===== config.mk =====
export PLATFORM = sky130hd
export DESIGN_NAME = frame_pool_alloc
export DESIGN_NICKNAME = d
export VERILOG_FILES = /design/src/rtl/fpa_pkg.sv /design/src/rtl/fpa_hop_ctr.sv /design/src/rtl/fpa_mem_port.sv /design/src/rtl/frame_pool_alloc.sv
export SDC_FILE = /design/constraint.sdc
export NUM_CORES = 1
export LEC_CHECK = 0
export BUFFER_PORTS_ARGS = -buffer_cell sky130_fd_sc_hd__buf_4
export CAP_MARGIN = 15
export CORE_ASPECT_RATIO = 0.7
export CORE_UTILIZATION = 51
export CTS_CLUSTER_DIAMETER = 150
export DETAILED_ROUTE_END_ITERATION = 6
export GPL_ROUTABILITY_DRIVEN = 0
export PLACE_DENSITY = 0.86
export SETUP_SLACK_MARGIN = 0.5
export SKIP_CTS_REPAIR_TIMING = 1
export SLEW_MARGIN = 0
export SYNTH_ARGS = -nofsm -noshare
export SYNTH_HDL_FRONTEND = slang
export SYNTH_SLANG_ARGS = --single-unit
export TNS_END_PERCENT = 100

===== constraint.sdc =====
create_clock -name clk -period 1.95 [get_ports clk]
set_input_delay 0.39 -clock clk [delete_from_list [all_inputs] [get_ports clk]]
set_output_delay 0.39 -clock clk [all_outputs]
set_load 0.05 [all_outputs]

===== src/rtl/fpa_pkg.sv =====
package fpa_pkg;

  typedef enum logic [3:0] {
    S_IDLE,
    S_A_WAIT,
    S_A_TAG,
    S_A_SWAIT,
    S_A_SUCC,
    S_A_HEAD,
    S_F_WAIT,
    S_F_IDX,
    S_F_HWAIT,
    S_F_HEAD,
    S_F_LINK,
    S_FIN
  } fpa_state_e;

  typedef enum logic [1:0] {
    TAG_FRAME = 2'd0,
    TAG_EMPTY = 2'd1,
    TAG_REDIR = 2'd2,
    TAG_UNDEF = 2'd3
  } fpa_tag_e;

endpackage


===== src/rtl/fpa_hop_ctr.sv =====
module fpa_hop_ctr #(
  parameter int unsigned HOP_LIMIT = 3
) (
  input  logic clk,
  input  logic rst,
  input  logic clr,
  input  logic step,
  output logic at_limit
);
  localparam int CW = $clog2(HOP_LIMIT + 1) + 1;

  logic [CW-1:0] cnt;

  always_ff @(posedge clk) begin
    if (rst || clr) cnt <= '0;
    else if (step)  cnt <= cnt + 1'b1;
  end

  assign at_limit = (cnt == CW'(HOP_LIMIT));


  hop_range_chk: assert property (@(posedge clk) disable iff (rst)
    cnt <= CW'(HOP_LIMIT));

endmodule


===== src/rtl/fpa_mem_port.sv =====
module fpa_mem_port #(
  parameter int W = 12
) (
  input  logic         clk,
  input  logic         rst,
  input  logic         c_req,
  input  logic         c_we,
  input  logic [W-1:0] c_addr,
  input  logic [W-1:0] c_wdata,
  output logic         mem_req,
  output logic         mem_we,
  output logic [W-1:0] mem_addr,
  output logic [W-1:0] mem_wdata
);
  always_ff @(posedge clk) begin
    if (rst) begin
      mem_req   <= 1'b0;
      mem_we    <= 1'b0;
      mem_addr  <= '0;
      mem_wdata <= '0;
    end else begin
      mem_req   <= c_req;
      mem_we    <= c_req & c_we;
      mem_addr  <= c_addr;
      mem_wdata <= c_wdata;
    end
  end


  we_needs_req_chk: assert property (@(posedge clk) disable iff (rst)
    mem_we |-> mem_req);

endmodule


===== src/rtl/frame_pool_alloc.sv =====
module frame_pool_alloc
  import fpa_pkg::*;
#(
  parameter int             W         = 12,
  parameter int             IW        = 4,
  parameter logic [W-1:0]   AV_BASE   = 12'h100,
  parameter int unsigned    HDR_OFS   = 4,
  parameter int unsigned    HOP_LIMIT = 3
) (
  input  logic          clk,
  input  logic          rst,
  input  logic          alloc_go,
  input  logic          free_go,
  input  logic [IW-1:0] size_idx_in,
  input  logic [W-1:0]  frame_in,
  output logic          busy,
  output logic          done,
  output logic          fault,
  output logic [IW-1:0] fault_idx,
  output logic [W-1:0]  frame_out,
  output logic          mem_req,
  output logic          mem_we,
  output logic [W-1:0]  mem_addr,
  output logic [W-1:0]  mem_wdata,
  input  logic [W-1:0]  mem_rdata
);
  localparam logic [W-1:0] HDR_DIST = W'(HDR_OFS);

  fpa_state_e    state, nxt;
  logic [IW-1:0] cur_idx, orig_idx;
  logic [W-1:0]  frame_r, succ_r;
  logic          c_req, c_we;
  logic [W-1:0]  c_addr, c_wdata;
  logic          hop_clr, hop_step, hop_at_lim;
  fpa_tag_e      tag;
  logic [IW-1:0] redir_idx, hdr_idx;

  assign tag       = fpa_tag_e'(mem_rdata[1:0]);
  assign redir_idx = mem_rdata[IW+1:2];
  assign hdr_idx   = mem_rdata[IW-1:0];

  function automatic logic [W-1:0] av_addr(input logic [IW-1:0] idx);
    return AV_BASE | {{(W-IW){1'b0}}, idx};
  endfunction

  fpa_hop_ctr #(.HOP_LIMIT(HOP_LIMIT)) hop_i (
    .clk(clk), .rst(rst), .clr(hop_clr), .step(hop_step), .at_limit(hop_at_lim)
  );

  fpa_mem_port #(.W(W)) port_i (
    .clk(clk), .rst(rst),
    .c_req(c_req), .c_we(c_we), .c_addr(c_addr), .c_wdata(c_wdata),
    .mem_req(mem_req), .mem_we(mem_we), .mem_addr(mem_addr), .mem_wdata(mem_wdata)
  );

  always_comb begin
    nxt      = state;
    c_req    = 1'b0;
    c_we     = 1'b0;
    c_addr   = '0;
    c_wdata  = '0;
    hop_clr  = 1'b0;
    hop_step = 1'b0;
    case (state)
      S_IDLE: begin
        if (alloc_go) begin
          c_req = 1'b1; c_addr = av_addr(size_idx_in);
          hop_clr = 1'b1; nxt = S_A_WAIT;
        end else if (free_go) begin
          c_req = 1'b1; c_addr = frame_in - HDR_DIST;
          nxt = S_F_WAIT;
        end
      end
      S_A_WAIT: nxt = S_A_TAG;
      S_A_TAG: begin
        case (tag)
          TAG_FRAME: begin
            c_req = 1'b1; c_addr = mem_rdata; nxt = S_A_SWAIT;
          end
          TAG_REDIR: begin
            if (!hop_at_lim) begin
              hop_step = 1'b1; c_req = 1'b1;
              c_addr = av_addr(redir_idx); nxt = S_A_WAIT;
            end else nxt = S_IDLE;
          end
          default: nxt = S_IDLE;
        endcase
      end
      S_A_SWAIT: nxt = S_A_SUCC;
      S_A_SUCC: begin
        c_req = 1'b1; c_we = 1'b1; c_addr = frame_r; c_wdata = mem_rdata;
        nxt = S_A_HEAD;
      end
      S_A_HEAD: begin
        c_req = 1'b1; c_we = 1'b1; c_addr = av_addr(cur_idx); c_wdata = succ_r;
        nxt = S_FIN;
      end
      S_F_WAIT: nxt = S_F_IDX;
      S_F_IDX: begin
        c_req = 1'b1; c_addr = av_addr(hdr_idx); nxt = S_F_HWAIT;
      end
      S_F_HWAIT: nxt = S_F_HEAD;
      S_F_HEAD: begin
        c_req = 1'b1; c_we = 1'b1; c_addr = av_addr(cur_idx); c_wdata = frame_r;
        nxt = S_F_LINK;
      end
      S_F_LINK: begin
        c_req = 1'b1; c_we = 1'b1; c_addr = frame_r; c_wdata = succ_r;
        nxt = S_FIN;
      end
      S_FIN:   nxt = S_IDLE;
      default: nxt = S_IDLE;
    endcase
  end

  always_ff @(posedge clk) begin
    if (rst) begin
      state     <= S_IDLE;
      busy      <= 1'b0;
      done      <= 1'b0;
      fault     <= 1'b0;
      fault_idx <= '0;
      frame_out <= '0;
      cur_idx   <= '0;
      orig_idx  <= '0;
      frame_r   <= '0;
      succ_r    <= '0;
    end else begin
      state <= nxt;
      done  <= 1'b0;
      fault <= 1'b0;
      case (state)
        S_IDLE: begin
          if (alloc_go) begin
            busy <= 1'b1; cur_idx <= size_idx_in; orig_idx <= size_idx_in;
          end else if (free_go) begin
            busy <= 1'b1; frame_r <= frame_in;
          end
        end
        S_A_TAG: begin
          if (tag == TAG_FRAME) begin
            frame_r <= mem_rdata;
          end else if (tag == TAG_REDIR && !hop_at_lim) begin
            cur_idx <= redir_idx;
          end else begin
            busy <= 1'b0; done <= 1'b1; fault <= 1'b1; fault_idx <= orig_idx;
          end
        end
        S_A_SUCC: succ_r  <= mem_rdata;
        S_F_IDX:  cur_idx <= hdr_idx;
        S_F_HEAD: succ_r  <= mem_rdata;
        S_FIN: begin
          busy <= 1'b0; done <= 1'b1; frame_out <= frame_r;
        end
        default: ;
      endcase
    end
  end


  done_pulse_chk: assert property (@(posedge clk) disable iff (rst)
    done |=> !done);


  done_idle_chk: assert property (@(posedge clk) disable iff (rst)
    done |-> !busy);


  busy_start_chk: assert property (@(posedge clk) disable iff (rst)
    (!busy && (alloc_go || free_go)) |=> busy);


  idle_quiet_chk: assert property (@(posedge clk) disable iff (rst)
    !busy |-> !mem_req);


  fault_with_done_chk: assert property (@(posedge clk) disable iff (rst)
    fault |-> done);


  dirty_before_head_chk: assert property (@(posedge clk) disable iff (rst)
    (state == S_A_HEAD) |-> (mem_req && mem_we && mem_addr == frame_r && mem_wdata == succ_r));


  hop_fault_chk: assert property (@(posedge clk) disable iff (rst)
    (state == S_A_TAG && tag == TAG_REDIR && hop_at_lim) |=> (done && fault && fault_idx == orig_idx));

endmodule


* Word level (Yosys, flattened, before mapping)
Index checks and enable logic that the tools add are counted.
** Word-level totals
- Bits in registers :: 84
- Logic and storage cells :: 99
- Bits of input ports :: 32
** Operators by class
- Multiplexer cells :: 37
- Add/sub/neg operators :: 2
- Reduce and logical (&&, ||, !) cells :: 20
- Bitwise logic cells :: 4
- Eq/ne operators :: 21
** Operators with widths (count)
- 2-to-1 mux 12 bit :: 5
- one-hot mux 12 bit (5 select lines) :: 1
- one-hot mux 12 bit (2 select lines) :: 2
- one-hot mux 4 bit (10 select lines) :: 1
- one-hot mux 12 bit (3 select lines) :: 1
- 2-to-1 mux 4 bit :: 5
- == test 4 x 3 -> 1 bit, second input constant :: 4
- == test 4 bit, second input constant :: 4
- 2-to-1 mux 1 bit :: 15
- inequality test 2 bit, second input constant :: 7
- one-hot mux 4 bit (3 select lines) :: 1
- AND reduction 4 bit :: 3
- subtractor 12 x 3 -> 12 bit, second input constant :: 1
- OR reduction 2 bit :: 5
- 2-to-1 mux 9 bit :: 1
- == test 4 x 2 -> 1 bit, second input constant :: 2
- one-hot mux 1 bit (3 select lines) :: 2
- nonzero test 3 bit :: 2
- OR reduction 5 bit :: 1
- == test 4 x 1 -> 1 bit, second input constant :: 1
- zero test 4 bit :: 1
- one-hot mux 1 bit (2 select lines) :: 2
- one-hot mux 2 bit (2 select lines) :: 1
- OR reduction 4 bit :: 1
- 13 further kinds :: 15

* Longest topological paths before layout
- Depth after elaboration :: 6
- Depth in mapped cells :: 8

* Modules after synthesis
From an unflattened synthesis, not the netlist that was laid out.
** Second synthesis, totals
- Cell total of the unflattened synthesis :: 482
- Area, all modules :: 4028.9 µm²
** By module, submodules not included
- frame_pool_alloc :: area each 3180.6 µm², times used 1, cells each 416
- fpa_mem_port :: area each 701.9 µm², times used 1, cells each 54
- fpa_hop_ctr :: area each 146.4 µm², times used 1, cells each 12

* Worst setup path after synthesis
No wires, ideal clock.
- Kind :: register -> register
- Start :: register hop_i.cnt[0]
- End :: register hop_i.cnt[2]
- Slack :: 248 ps
- Arrival :: 1599 ps
- Required time :: 1847 ps
- Cell stages (with the launch flop) :: 8
- Buffers on the path :: 1
- Cells stage by stage :: dfxtp_1 > ha_1 > ha_1 > nor3b_1 > and2_1 > buf_4 > nor2_1 > a2111oi_2
** On the way
- Word-level cells in the longest chain between the ends :: 4
- Elaborated cells on any way between the ends :: 5
- Those cells by class :: add/sub: 1; eq/ne: 1; mux: 3
** RTL lines
- start: declaration :: RTL line fpa_hop_ctr.sv:12 : logic [CW-1:0] cnt;
- start signal: assignment :: RTL line fpa_hop_ctr.sv:16 : else if (step) cnt <= cnt + 1'b1;
- == test 3 x 2 -> 1 bit :: RTL line fpa_hop_ctr.sv:19 : assign at_limit = (cnt == CW'(HOP_LIMIT));
- 2-to-1 mux 1 bit :: RTL line frame_pool_alloc.sv:81 : if (!hop_at_lim) begin
- 2-to-1 mux 1 bit :: RTL line frame_pool_alloc.sv:76 : case (tag)
- 2-to-1 mux 1 bit :: RTL line frame_pool_alloc.sv:64 : case (state)
Parallel ways exist; a longest one is shown, timed or not.
A chain may end at the register's enable or synchronous reset.

* Worst setup path in the final report
- Start :: register state[2]
- End :: register frame_r[11]
** On the way
- Word-level cells in the longest chain between the ends :: 3
- Elaborated cells on any way between the ends :: 8
- Those cells by class :: eq/ne: 4; mux: 1; reduce/logical: 3
** RTL lines
- start: declaration :: RTL line frame_pool_alloc.sv:29 : fpa_state_e state, nxt;
- start signal: assignment :: RTL line frame_pool_alloc.sv:129 : state <= nxt;
- == test 4 x 2 -> 1 bit / zero test 4 bit (equally long branches) :: RTL line frame_pool_alloc.sv:132 : case (state)
- inequality test 2 bit (no source line) / nonzero test 2 bit (equally long branches)
- AND reduction 4 bit (no source line)
- end signal: assignment :: RTL line frame_pool_alloc.sv:142 : frame_r <= mem_rdata;
- end: declaration :: RTL line frame_pool_alloc.sv:31 : logic [W-1:0] frame_r, succ_r;
Parallel ways exist; a longest one is shown, timed or not.

==> reports/metrics.yaml <==
outcome: "complete, no violations"
setup_viol: 0
reg2reg_to: "frame_r[11]"
avgRoutedWirePerCell_um: 22.4
worst_clock_skew_ps: 10.0
numPortBuffers: 76
reg2reg_slack_ps: 130
antenna_found_initial: 0
async_reset_ff_share_pct: 0
rr_worst_depth: 6
powerDensity_nw_per_um2: 1440
placementRows: 26
syn_avg_cell_area_um2: 8.43
grt_pass1_vias: 3575
dp.cells: 629
final_net_count: 625
tightest_slew_ps: 501
p_leak_nw: 2.25
worstPathArrival_ps: 2080
max_slew_margin_pct: 66.5
syn_inst: 467
maxCapViolCount: 0
critPathLaunchType: "flip-flop"
root_buffer: "clkbuf_8"
drtIter0Drc: 771
rr_startpoint: "state[2]"
diodes: 0
cts_buffers: 9
setup_ws_ps: 134
clk_path_buf_depth: 2
clk_pin_slew_ps: 100
drc: 0
fp.coreArea_um2: 7380
cts_tree: "built"
path_class: "reg2reg"
dr.pass1.iters: 6
endpoint_kind: "flip-flop"
cts.sinks: 84
grt_pass1_wl_um: 18100
slew_violations: 0
worst_ep_required_time_ps: 2220
grt_overflow: 0
worstHoldStart: "size_idx_in[0]"
power_mw: 8.10
ys_seq_area_share_pct: 42.7
ys_seq_elements: 84
mappedNetlistNets: 502
vias: 4651
worstHoldPathType: "in2reg"
hpwl_um: 8230
io_pins: 77
cts.htree.levels: 3
finalWirelength_um: 15500
hold_violations: 0
viasPerCell: 6.71
grt_usage_pct: 29.6
fin_crit_sh_pct: 93.1
grt_start_max_net_pins: 32
period_needed_ps: 1820
instances_no_fill: 693
pre_cts_ws_ps: -4.21
clk_latency_ps: 380
die-width_um: 107
ant_nets: 0
fmax_ghz: 0.551
n_fill_cell: 450
min_to: "orig_idx[0]"
die_h_um: 75.5
die_area_um2: 8080
area_growth_syn_to_layout_pct: 43.3
syn_area_um2: 3940
setup_tns_ps: 0
synth_edf_count: 0
layout-drive-gt1-share_pct: 41.0
rsz0062_at_grt: "true"
ys_types: 63
min_path_cells: 3
worstPathMaxFanout: 7
yosysWarnings: 0
synth_ff_type: "dfxtp_1"
start_util_pct: 53.3
ir_worst_vdd_v: 0.000919
==> critical path, stage by stage, from the launching register on <==
cell and delay [ps]:
dfxtp_4 400, buf_6 140, or3_4 410, nor2_4 240, buf_12 170, nor2_4 30, a311oi_2 310
==> metal layers <==
layer / wire length, um / share of wire (%) / GRT usage (%)
met1: 5670 / 36 / 39.0
met2: 6620 / 43 / 43.0
met3: 2200 / 14 / 10.6
met4: 1050 / 6.8 / 15.5
met5: 0 / 0 / 0
==> stage by stage <==
stage / area [um2] / utilization [%] / hold WS [ps]
4_1_cts: 4880 / 66.0 / 270
3_3_place_gp: 4670 / 63.3 / 437
3_5_place_dp: 4670 / 63.3 / 446
5_1_grt: 5640 / 76.4 / 289
6_report: 5640 / 76.4 / 286
2_1_floorplan: 4030 / - / 431
==> cells in the final DEF, fill, tap and decap left out, drive strengths merged, types with 10 or more instances in the layout <==
master	instances
nor2	53
dfxtp	84
nand2	91
nor3	10
clkbuf	12
inv	11
buf	142
o21ai	11
a222oi	14
a21oi	53
==> cell type report <==
cell class | instances | area [um2] | share of cell area (%)
multi-input combinational | 342 | 2380 | 42.2
sequential | 84 | 1700 | 30.1
timing repair buffer | 145 | 1200 | 21.3
clock buffer | 9 | 124 | 2.19
tap | 98 | 123 | 2.17
clock inverter | 7 | 78.8 | 1.40
inverter | 8 | 32.5 | 0.576
==> power by group <==
part | leakage, nW | switching (mW) | internal [mW]
clock | 0.102 | 0.780 | 0.507
sequential | 0.686 | 0.343 | 2.04
combinational | 1.46 | 2.57 | 1.85
==> synthesized netlist by cell type, types with 6 or more instances <==
| cell type | count | area [um2] |
|---|---|---|
| a21oi_1 | 52 | 260 |
| buf_2 | 13 | 65.1 |
| mux2i_1 | 8 | 80.1 |
| and2_1 | 6 | 37.5 |
| o21ai_0 | 8 | 40.0 |
| nor2_1 | 50 | 188 |
| dfxtp_1 | 84 | 1680 |
| xnor2_1 | 6 | 52.6 |
| inv_1 | 7 | 26.3 |
| a222oi_1 | 14 | 140 |
| nor3_1 | 8 | 40.0 |
| nand2_1 | 90 | 338 |
| nor3b_1 | 6 | 45.0 |
| nand3_1 | 9 | 45.0 |
| a22oi_1 | 9 | 67.6 |
| clkbuf_1 | 12 | 45.0 |
| a31oi_1 | 6 | 37.5 |
==> how the worst max path moves through the flow <==
stage,to,slack (ps),startpoint
detailed placement,port_i.mem_wdata[0],-4,state[1]
floorplan,hop_i.cnt[1],480,hop_i.cnt[0]
global route,frame_r[11],0.7,state[2]
global placement,port_i.mem_wdata[9],80,state[1]
CTS,port_i.mem_wdata[0],-20,state[1]
finish,frame_r[11],130,state[2]
==> cells by family after synthesis <==
| family | count (synthesis) | share of synthesized area (%) |
|---|---|---|
| compound gates | 121 | 21.8 |
| xor+xnor | 9 | 2.19 |
| fa+ha+maj | 3 | 0.953 |
| buf+inv | 43 | 5.94 |
| flops | 84 | 42.7 |
| mux | 10 | 2.61 |
| simple gates | 197 | 23.8 |
==> state kept, by name, summed over array words and instances (netlist names) <==
name / flops
port_i.mem_we: 1
port_i.mem_wdata: 12
hop_i.cnt: 3
busy: 1
frame_r: 12
port_i.mem_req: 1
done: 1
orig_idx: 4
port_i.mem_addr: 12
cur_idx: 4
succ_r: 12
frame_out: 12
fault_idx: 4
state: 4
fault: 1
No activity file was read; power rests on OpenSTA's default activity.
